[config.mk]
export PLATFORM = sky130hd
export DESIGN_NAME = opword_decoder
export DESIGN_NICKNAME = d
export VERILOG_FILES = /design/src/rtl/opdec_pkg.sv /design/src/rtl/opdec_class.sv /design/src/rtl/opdec_fields.sv /design/src/rtl/opdec_sext.sv /design/src/rtl/opdec_rsv.sv /design/src/rtl/opword_decoder.sv
export SDC_FILE = /design/constraint.sdc
export NUM_CORES = 1
export LEC_CHECK = 0
export BUFFER_PORTS_ARGS = -buffer_cell sky130_fd_sc_hd__buf_4
export CORE_MARGIN = 10
export CORE_UTILIZATION = 52
export DETAILED_ROUTE_END_ITERATION = 10
export GPL_TIMING_DRIVEN = 0
export PLACE_DENSITY = 0.8
export SYNTH_ARGS = -nofsm -noshare
export SYNTH_HDL_FRONTEND = slang
export SYNTH_SLANG_ARGS = --single-unit
[constraint.sdc]
create_clock -name clk -period 4 [get_ports clk]
set_clock_uncertainty 0.2 [all_clocks]
set_input_delay 0.8 -clock clk [delete_from_list [all_inputs] [get_ports clk]]
set_output_delay 0.8 -clock clk [all_outputs]
set_load 0.1 [all_outputs]
[src/rtl/opdec_pkg.sv]
package opdec_pkg;
  localparam int WORD_W = 32;
  localparam int RIDX_W = 4;
  localparam int XOP_W  = 24;
  localparam int NCLS   = 11;
  localparam int NREG   = 4;

  typedef enum logic [3:0] {
    CL_NOP  = 4'd0,
    CL_R4   = 4'd1,
    CL_R3   = 4'd2,
    CL_R2   = 4'd3,
    CL_R1   = 4'd4,
    CL_I16  = 4'd5,
    CL_I20  = 4'd6,
    CL_I24  = 4'd7,
    CL_HAL  = 4'd8,
    CL_RSV  = 4'd9,
    CL_HALT = 4'd10
  } cls_e;

  // immediate width selector: 0 none, 1 = 16 bits, 2 = 20 bits, 3 = 24 bits
  typedef struct packed {
    logic [XOP_W-1:0]  xop;
    logic [RIDX_W-1:0] ra;
    logic [RIDX_W-1:0] rb;
    logic [RIDX_W-1:0] rc;
    logic [RIDX_W-1:0] rd;
    logic [NREG-1:0]   use_m;
    logic [XOP_W-1:0]  imm_raw;
    logic [1:0]        imm_kind;
  } fld_t;
endpackage

[src/rtl/opdec_class.sv]
module opdec_class
  import opdec_pkg::*;
(
  input  logic [7:0] top_b,
  output cls_e       cls,
  output logic [1:0] grp
);
  // the three grouped classes start at bases ending in binary 01,
  // so the group number is the low two bits minus one
  logic [1:0] grp_off;
  assign grp_off = top_b[1:0] - 2'd1;

  always_comb begin
    grp = 2'd0;
    if (top_b == 8'h00) begin
      cls = CL_NOP;
    end else if (top_b == 8'hFF) begin
      cls = CL_HALT;
    end else if (top_b <= 8'h04) begin
      cls = CL_R4;
      grp = grp_off;
    end else if (top_b <= 8'h08) begin
      cls = CL_R3;
      grp = grp_off;
    end else if (top_b <= 8'h0C) begin
      cls = CL_R2;
      grp = grp_off;
    end else if (top_b == 8'h0D) begin
      cls = CL_R1;
    end else if (top_b <= 8'h2B) begin
      cls = CL_I16;
    end else if (top_b <= 8'h3B) begin
      cls = CL_I20;
    end else if (top_b == 8'h3C) begin
      cls = CL_I24;
    end else if (top_b == 8'h42) begin
      cls = CL_HAL;
    end else begin
      cls = CL_RSV;
    end
  end
endmodule

[src/rtl/opdec_fields.sv]
module opdec_fields
  import opdec_pkg::*;
(
  input  logic [23:0] body,
  input  cls_e        cls,
  output fld_t        f
);
  always_comb begin
    f = '0;
    case (cls)
      CL_R4: begin
        f.xop   = {16'h0000, body[23:16]};
        f.ra    = body[15:12];
        f.rb    = body[11:8];
        f.rc    = body[7:4];
        f.rd    = body[3:0];
        f.use_m = 4'b1111;
      end
      CL_R3: begin
        f.xop   = {12'h000, body[23:12]};
        f.ra    = body[11:8];
        f.rb    = body[7:4];
        f.rc    = body[3:0];
        f.use_m = 4'b0111;
      end
      CL_R2: begin
        f.xop   = {8'h00, body[23:8]};
        f.ra    = body[7:4];
        f.rb    = body[3:0];
        f.use_m = 4'b0011;
      end
      CL_R1: begin
        f.xop   = {4'h0, body[23:4]};
        f.ra    = body[3:0];
        f.use_m = 4'b0001;
      end
      CL_I16: begin
        f.ra       = body[23:20];
        f.rb       = body[19:16];
        f.imm_raw  = {8'h00, body[15:0]};
        f.imm_kind = 2'd1;
        f.use_m    = 4'b0011;
      end
      CL_I20: begin
        f.ra       = body[23:20];
        f.imm_raw  = {4'h0, body[19:0]};
        f.imm_kind = 2'd2;
        f.use_m    = 4'b0001;
      end
      CL_I24: begin
        f.imm_raw  = body;
        f.imm_kind = 2'd3;
      end
      CL_HAL: begin
        f.xop = body;
      end
      default: begin
      end
    endcase
  end
endmodule

[src/rtl/opdec_sext.sv]
module opdec_sext #(
  parameter int XLEN = 32
) (
  input  logic [23:0]     raw,
  input  logic [1:0]      kind,
  output logic [XLEN-1:0] imm
);
  localparam int NW = 3;
  logic [XLEN-1:0] cand [0:NW-1];

  // one candidate per immediate width: 16, 20, 24 bits
  for (genvar k = 0; k < NW; k++) begin : g_w
    localparam int W = 16 + 4 * k;
    assign cand[k] = {{(XLEN-W){raw[W-1]}}, raw[W-1:0]};
  end

  always_comb begin
    case (kind)
      2'd1:    imm = cand[0];
      2'd2:    imm = cand[1];
      2'd3:    imm = cand[2];
      default: imm = '0;
    endcase
  end
endmodule

[src/rtl/opdec_rsv.sv]
module opdec_rsv
  import opdec_pkg::*;
(
  input  cls_e        cls,
  input  logic [1:0]  grp,
  input  logic [7:0]  top_b,
  input  logic [23:0] xop,
  output logic        rsv
);
  localparam logic [23:0] R4_LAST = 24'h000013;
  localparam logic [23:0] R3_LAST = 24'h000037;
  localparam logic [1:0]  GRP_INT = 2'd0;
  localparam logic [1:0]  GRP_RSV = 2'd3;

  function automatic logic in_rng(input logic [23:0] v, input logic [23:0] lo,
                                  input logic [23:0] hi);
    return (v >= lo) && (v <= hi);
  endfunction

  logic r3_hole, r2_free, r1_free;
  assign r3_hole = in_rng(xop, 24'h00000E, 24'h00000F) ||
                   in_rng(xop, 24'h00001C, 24'h00001F) ||
                   in_rng(xop, 24'h000029, 24'h00002F) ||
                   (xop > R3_LAST);
  assign r2_free = !(in_rng(xop, 24'h000000, 24'h000005) ||
                     in_rng(xop, 24'h000100, 24'h000101));
  assign r1_free = !(in_rng(xop, 24'h000000, 24'h000003) ||
                     in_rng(xop, 24'h001000, 24'h001001) ||
                     in_rng(xop, 24'h002000, 24'h002001));

  always_comb begin
    rsv = 1'b0;
    case (cls)
      CL_R4:  rsv = (grp == GRP_RSV) || ((grp == GRP_INT) && (xop > R4_LAST));
      CL_R3:  rsv = (grp == GRP_RSV) || ((grp == GRP_INT) && r3_hole);
      CL_R2:  rsv = (grp == GRP_RSV) || ((grp == GRP_INT) && r2_free);
      CL_R1:  rsv = r1_free;
      CL_I16: rsv = in_rng({16'h0, top_b}, 24'h1A, 24'h1E) ||
                    in_rng({16'h0, top_b}, 24'h27, 24'h2B);
      CL_I20: rsv = in_rng({16'h0, top_b}, 24'h37, 24'h3B);
      default: rsv = 1'b0;
    endcase
  end
endmodule

[src/rtl/opword_decoder.sv]
module opword_decoder #(
  parameter int XLEN = 32
) (
  input  logic            clk,
  input  logic            rst,
  input  logic            in_vld,
  input  logic [31:0]     in_word,
  output logic            out_vld,
  output logic [3:0]      cls_id,
  output logic [10:0]     cls_oh,
  output logic [1:0]      grp,
  output logic [7:0]      op_byte,
  output logic [23:0]     xop,
  output logic [3:0]      ra,
  output logic [3:0]      rb,
  output logic [3:0]      rc,
  output logic [3:0]      rd,
  output logic [3:0]      reg_use,
  output logic [XLEN-1:0] imm,
  output logic            imm_use,
  output logic            is_nop,
  output logic            is_halt,
  output logic            canon,
  output logic            is_hal,
  output logic            warn,
  output logic            rsv_sub
);
  import opdec_pkg::*;

  logic [7:0]      top_b;
  logic [23:0]     body;
  cls_e            cls_c;
  logic [1:0]      grp_c;
  fld_t            fld_c;
  logic [XLEN-1:0] imm_c;
  logic            rsv_c;
  logic [NCLS-1:0] oh_c;
  logic            canon_c;

  assign top_b = in_word[31:24];
  assign body  = in_word[23:0];

  opdec_class u_class (
    .top_b (top_b),
    .cls   (cls_c),
    .grp   (grp_c)
  );

  opdec_fields u_fields (
    .body (body),
    .cls  (cls_c),
    .f    (fld_c)
  );

  opdec_sext #(.XLEN(XLEN)) u_sext (
    .raw  (fld_c.imm_raw),
    .kind (fld_c.imm_kind),
    .imm  (imm_c)
  );

  opdec_rsv u_rsv (
    .cls   (cls_c),
    .grp   (grp_c),
    .top_b (top_b),
    .xop   (fld_c.xop),
    .rsv   (rsv_c)
  );

  assign oh_c    = NCLS'(1) << cls_c;
  assign canon_c = ((cls_c == CL_NOP)  && (body == 24'h000000)) ||
                   ((cls_c == CL_HALT) && (body == 24'hFFFFFF));

  always_ff @(posedge clk) begin
    if (rst) out_vld <= 1'b0;
    else     out_vld <= in_vld;
  end

  // data path registers carry no reset: only the strobe is cleared
  always_ff @(posedge clk) begin
    if (in_vld) begin
      cls_id  <= cls_c;
      cls_oh  <= oh_c;
      grp     <= grp_c;
      op_byte <= top_b;
      xop     <= fld_c.xop;
      ra      <= fld_c.ra;
      rb      <= fld_c.rb;
      rc      <= fld_c.rc;
      rd      <= fld_c.rd;
      reg_use <= fld_c.use_m;
      imm     <= imm_c;
      imm_use <= (fld_c.imm_kind != 2'd0);
      is_nop  <= (cls_c == CL_NOP);
      is_halt <= (cls_c == CL_HALT);
      canon   <= canon_c;
      is_hal  <= (cls_c == CL_HAL);
      warn    <= (cls_c == CL_RSV);
      rsv_sub <= rsv_c;
    end
  end
endmodule

==> impl_metrics.sql <==
INSERT INTO impl_metrics (metric_group, metric, value, unit) VALUES
('status', 'run_status', 'finished clean', ''),
('floorplan', 'floorplan_die_width', '119', 'um'),
('place', 'detailedPlacementHpwl', '10.9', 'mm'),
('layout', 'fin_nets', '595', ''),
('sta', 'max_slew_margin', '17.3', '%'),
('sta', 'finalHoldViolations', '0', ''),
('clocking', 'clock_sink_count', '101', ''),
('route', 'route.detailed.vias_per_inst', '5.94', ''),
('layout', 'area.growth.synth_to_final', '25.3', '%'),
('global_routing', 'overflow', '0', ''),
('sta', 'fin_crit', '3.81', 'ns'),
('route', 'total_number_of_vias', '4097', ''),
('sta', 'drv_slew', '0', ''),
('setup_path', 'crit_path_start', 'in_word[24]', ''),
('yosys', 'synth_ff_type', 'sky130_fd_sc_hd__edfxtp_1', ''),
('layout', 'final_layout_size_suffix_gt1_share', '34.0', '%'),
('global_routing', 'initial_antenna_violation_count', '0', ''),
('clocking', 'cts_tree', 'built', ''),
('floorplan', 'design.portCount', '144', ''),
('clocking', 'clockRootBuffer', 'sky130_fd_sc_hd__clkbuf_8', ''),
('sta', 'fmax', '263', 'MHz'),
('sta', 'final.setup.tns', '0', 'ns'),
('setup_path', 'critical_path.max_fanout', '9', ''),
('setup_path', 'end_kind', 'flop', ''),
('worst_hold_path', 'hold_wc_path_type', 'input port to flop', ''),
('flow_run', 'max-cap-violations', '0', ''),
('yosys', 'synthesis_stage_register_bit_count', '101', ''),
('place', 'place_inst', '674', ''),
('route', 'ant_nets', '0', ''),
('yosys', 'ys_warn_count', '0', ''),
('route', 'mean_routed_wirelength_per_cell', '21.9', 'um'),
('yosys', 'syn-instance-count', '420', ''),
('place', 'portBuffers', '125', ''),
('clocking', 'cts_hold_buf', '0', ''),
('clocking', 'ctsLongestPathBuffers', '2', ''),
('global_routing', 'first_pass_grt_wire_length', '23.3', 'mm'),
('yosys', 'synth_enable_flop_cells', '100', ''),
('clocking', 'post-cts-setup-buffer-count', '0', ''),
('route', 'detail_route.iter0.violations', '540', ''),
('route', 'wirelength', '15.1', 'mm'),
('power_and_ir_drop', 'leakage', '2.61', 'nW'),
('setup_path', 'worst-endpoint-arrival', '3.72', 'ns'),
('layout', 'layout.cells.most_common', 'sky130_fd_sc_hd__buf_4', ''),
('setup_path', 'worst-setup-path-type', 'input port to flop', ''),
('worst_hold_path', 'hold_path_depth', '2', ''),
('yosys', 'synthesis.area_per_instance', '12.1', 'sq um'),
('layout', 'finalCoreUtilization', '67.8', '%'),
('sta', 'final-setup-viol-count', '0', ''),
('global_routing', 'first_global_vias', '3998', ''),
('yosys', 'netlist_area', '5070', 'sq um'),
('power_and_ir_drop', 'cellPowerDensity', '429', 'nW/um^2'),
('clocking', 'cts_inserted_buffers', '9', ''),
('layout', 'layout.cells.most_common_list', 'sky130_fd_sc_hd__buf_4 (135), sky130_fd_sc_hd__edfxtp_1 (100), sky130_fd_sc_hd__nand2_1 (46)', ''),
('global_routing', 'grt_util_all_layers', '20.3', '%'),
('clocking', 'post_cts.resized_instances', '0', ''),
('setup_path', 'cp.required', '3.91', 'ns'),
('route', 'dr.pass1.iters', '9', ''),
('layout', 'postLayoutCellArea', '6350', 'sq um'),
('floorplan', 'initial_standard_cell_utilization_of_the_core', '54.1', '%'),
('sta', 'worst_pin_slew', '1.24', 'ns'),
('sta', 'period_utilization_post_route', '95.2', '%'),
('route', 'drc', '0', ''),
('floorplan', 'row_count', '35', ''),
('yosys', 'net_count_after_synthesis', '459', ''),
('power_and_ir_drop', 'vdd_ir_drop_max', '0.000208', 'V'),
('yosys', 'yosysUniqueCellTypes', '74', ''),
('clocking', 'clock_transition_at_path_regs', '0.10', 'ns'),
('global_routing', 'largest_net_degree_at_the_start_of_global_routing', '102', ''),
('clocking', 'h-tree-depth', '3', ''),
('floorplan', 'dieHeight', '119', 'um'),
('setup_path', 'timing.critical_path.from_type', 'input port', ''),
('yosys', 'synth_sequential_area_ratio', '59.6', '%'),
('layout', 'n_antenna_cell', '0', ''),
('sta', 'rsz0062_at_grt', 'false', ''),
('floorplan', 'die-area', '14100', 'sq um'),
('setup_path', 'critical_path.endpoint', 'rsv_sub$_SDFFCE_PN0P_', ''),
('place', 'gpl.final_weighted_congestion', '0.949', ''),
('place', 'placement_stage_cell_area', '6170', 'sq um'),
('layout', 'post_layout_instance_count_excluding_filler_cells', '690', ''),
('yosys', 'async_set_reset_flop_share_out_of_synthesis', '0', '%'),
('floorplan', 'area_of_the_core_region', '9370', 'sq um');
==> layer usage <==
metal,GRT usage [%],share of wire (%)
met4,6.18,1.7
met1,25.6,40
met3,6.24,9.8
met2,32.8,48
met5,0,0
==> through the flow <==
stage	hold slack (ns)	total power, mW	setup slack [ns]
after floorplan	0.672	1.93	0.378
after global placement	0.760	2.13	-0.109
after detailed placement	0.762	2.13	-0.0957
after CTS	0.369	2.74	0.278
after global routing	0.362	2.79	0.0414
final	0.369	2.73	0.191
==> worst min-delay path by stage <==
stage / start / end / slack [ns]
3_3_place_gp: rst / out_vld$_SDFF_PP0_ / 0.76
4_1_cts: rst / out_vld$_SDFF_PP0_ / 0.37
5_1_grt: rst / out_vld$_SDFF_PP0_ / 0.36
6_report: rst / out_vld$_SDFF_PP0_ / 0.37
2_1_floorplan: rst / out_vld$_SDFF_PP0_ / 0.67
3_5_place_dp: rst / out_vld$_SDFF_PP0_ / 0.76
==> worst max-delay path: stages <==
cell                       delay (ns)
sky130_fd_sc_hd__buf_4           0.14
sky130_fd_sc_hd__inv_1           0.09
sky130_fd_sc_hd__ha_1            0.19
sky130_fd_sc_hd__buf_2           0.18
sky130_fd_sc_hd__and3b_1         0.34
sky130_fd_sc_hd__o21ai_0         0.16
sky130_fd_sc_hd__and3_1          0.28
sky130_fd_sc_hd__or2_2           0.29
sky130_fd_sc_hd__clkbuf_1        0.17
sky130_fd_sc_hd__nor3_1          0.40
sky130_fd_sc_hd__a21oi_1         0.08
sky130_fd_sc_hd__and4bb_2        0.24
sky130_fd_sc_hd__a211oi_1        0.25
sky130_fd_sc_hd__o211ai_2        0.12
==> report_power, final <==
part | internal (mW) | total (mW) | switching, mW
Clock | 0.250 | 0.618 | 0.368
Combinational | 0.151 | 0.851 | 0.700
Sequential | 1.24 | 1.26 | 0.0226
Total | 1.64 | 2.73 | 1.09
==> cell type report <==
class	count	area (sq um)
flip-flops and latches	101	3020
fillers	743	3020
multi-input cells	254	1730
repair buffers	125	938
plain buffers	50	263
well taps	129	161
clock buffers	11	141
inverters	15	57.6
clock inverters	5	42.5
==> registers in the layout, summed over array words and instances (netlist names) <==
register and count:
op_byte 8, is_halt 1, imm_use 1, warn 1, xop 24, canon 1
reg_use 4, is_hal 1, rd 4, rsv_sub 1, rc 4, imm 24
grp 2, ra 4, out_vld 1, cls_id 4, is_nop 1, rb 4
cls_oh 11
==> cell usage after synthesis, types with 3 or more instances <==
library cell	count	area (sq um)
sky130_fd_sc_hd__edfxtp_1	100	3000
sky130_fd_sc_hd__nand2_1	46	173
sky130_fd_sc_hd__clkbuf_1	27	101
sky130_fd_sc_hd__and2_1	26	163
sky130_fd_sc_hd__a222oi_1	14	140
sky130_fd_sc_hd__a22o_1	12	105
sky130_fd_sc_hd__inv_1	12	45.0
sky130_fd_sc_hd__nand3_1	11	55.1
sky130_fd_sc_hd__nor2_1	11	41.3
sky130_fd_sc_hd__buf_4	10	75.1
sky130_fd_sc_hd__nor3_1	10	50.1
sky130_fd_sc_hd__a221o_1	8	80.1
sky130_fd_sc_hd__o21ai_0	8	40.0
sky130_fd_sc_hd__nand4_1	7	43.8
sky130_fd_sc_hd__nor4_1	7	43.8
sky130_fd_sc_hd__a22oi_1	6	45.0
sky130_fd_sc_hd__buf_2	6	30.0
sky130_fd_sc_hd__or2_2	6	37.5
sky130_fd_sc_hd__a21o_1	5	37.5
sky130_fd_sc_hd__a21oi_1	5	25.0
sky130_fd_sc_hd__and3_1	5	31.3
sky130_fd_sc_hd__buf_6	4	45.0
sky130_fd_sc_hd__ha_1	4	50.1
sky130_fd_sc_hd__nand2b_1	4	25.0
sky130_fd_sc_hd__nor2b_1	4	25.0
sky130_fd_sc_hd__a221o_2	3	33.8
sky130_fd_sc_hd__buf_1	3	11.3
==> cell families (layout without fill, tap and decap cells) <==
group	after synthesis	in the layout	share of synthesized area (%)
buffers and inverters	65	206	6.32
muxes	1	1	0.222
xor gates and xnor gates	3	3	0.518
DFF	101	101	59.6
adders and majority gates	4	4	0.987
AOI/OAI and AO/OA	87	87	14.8
and+or+nand+nor	159	159	17.6
Note: power is estimated with default switching activity, not from simulation.
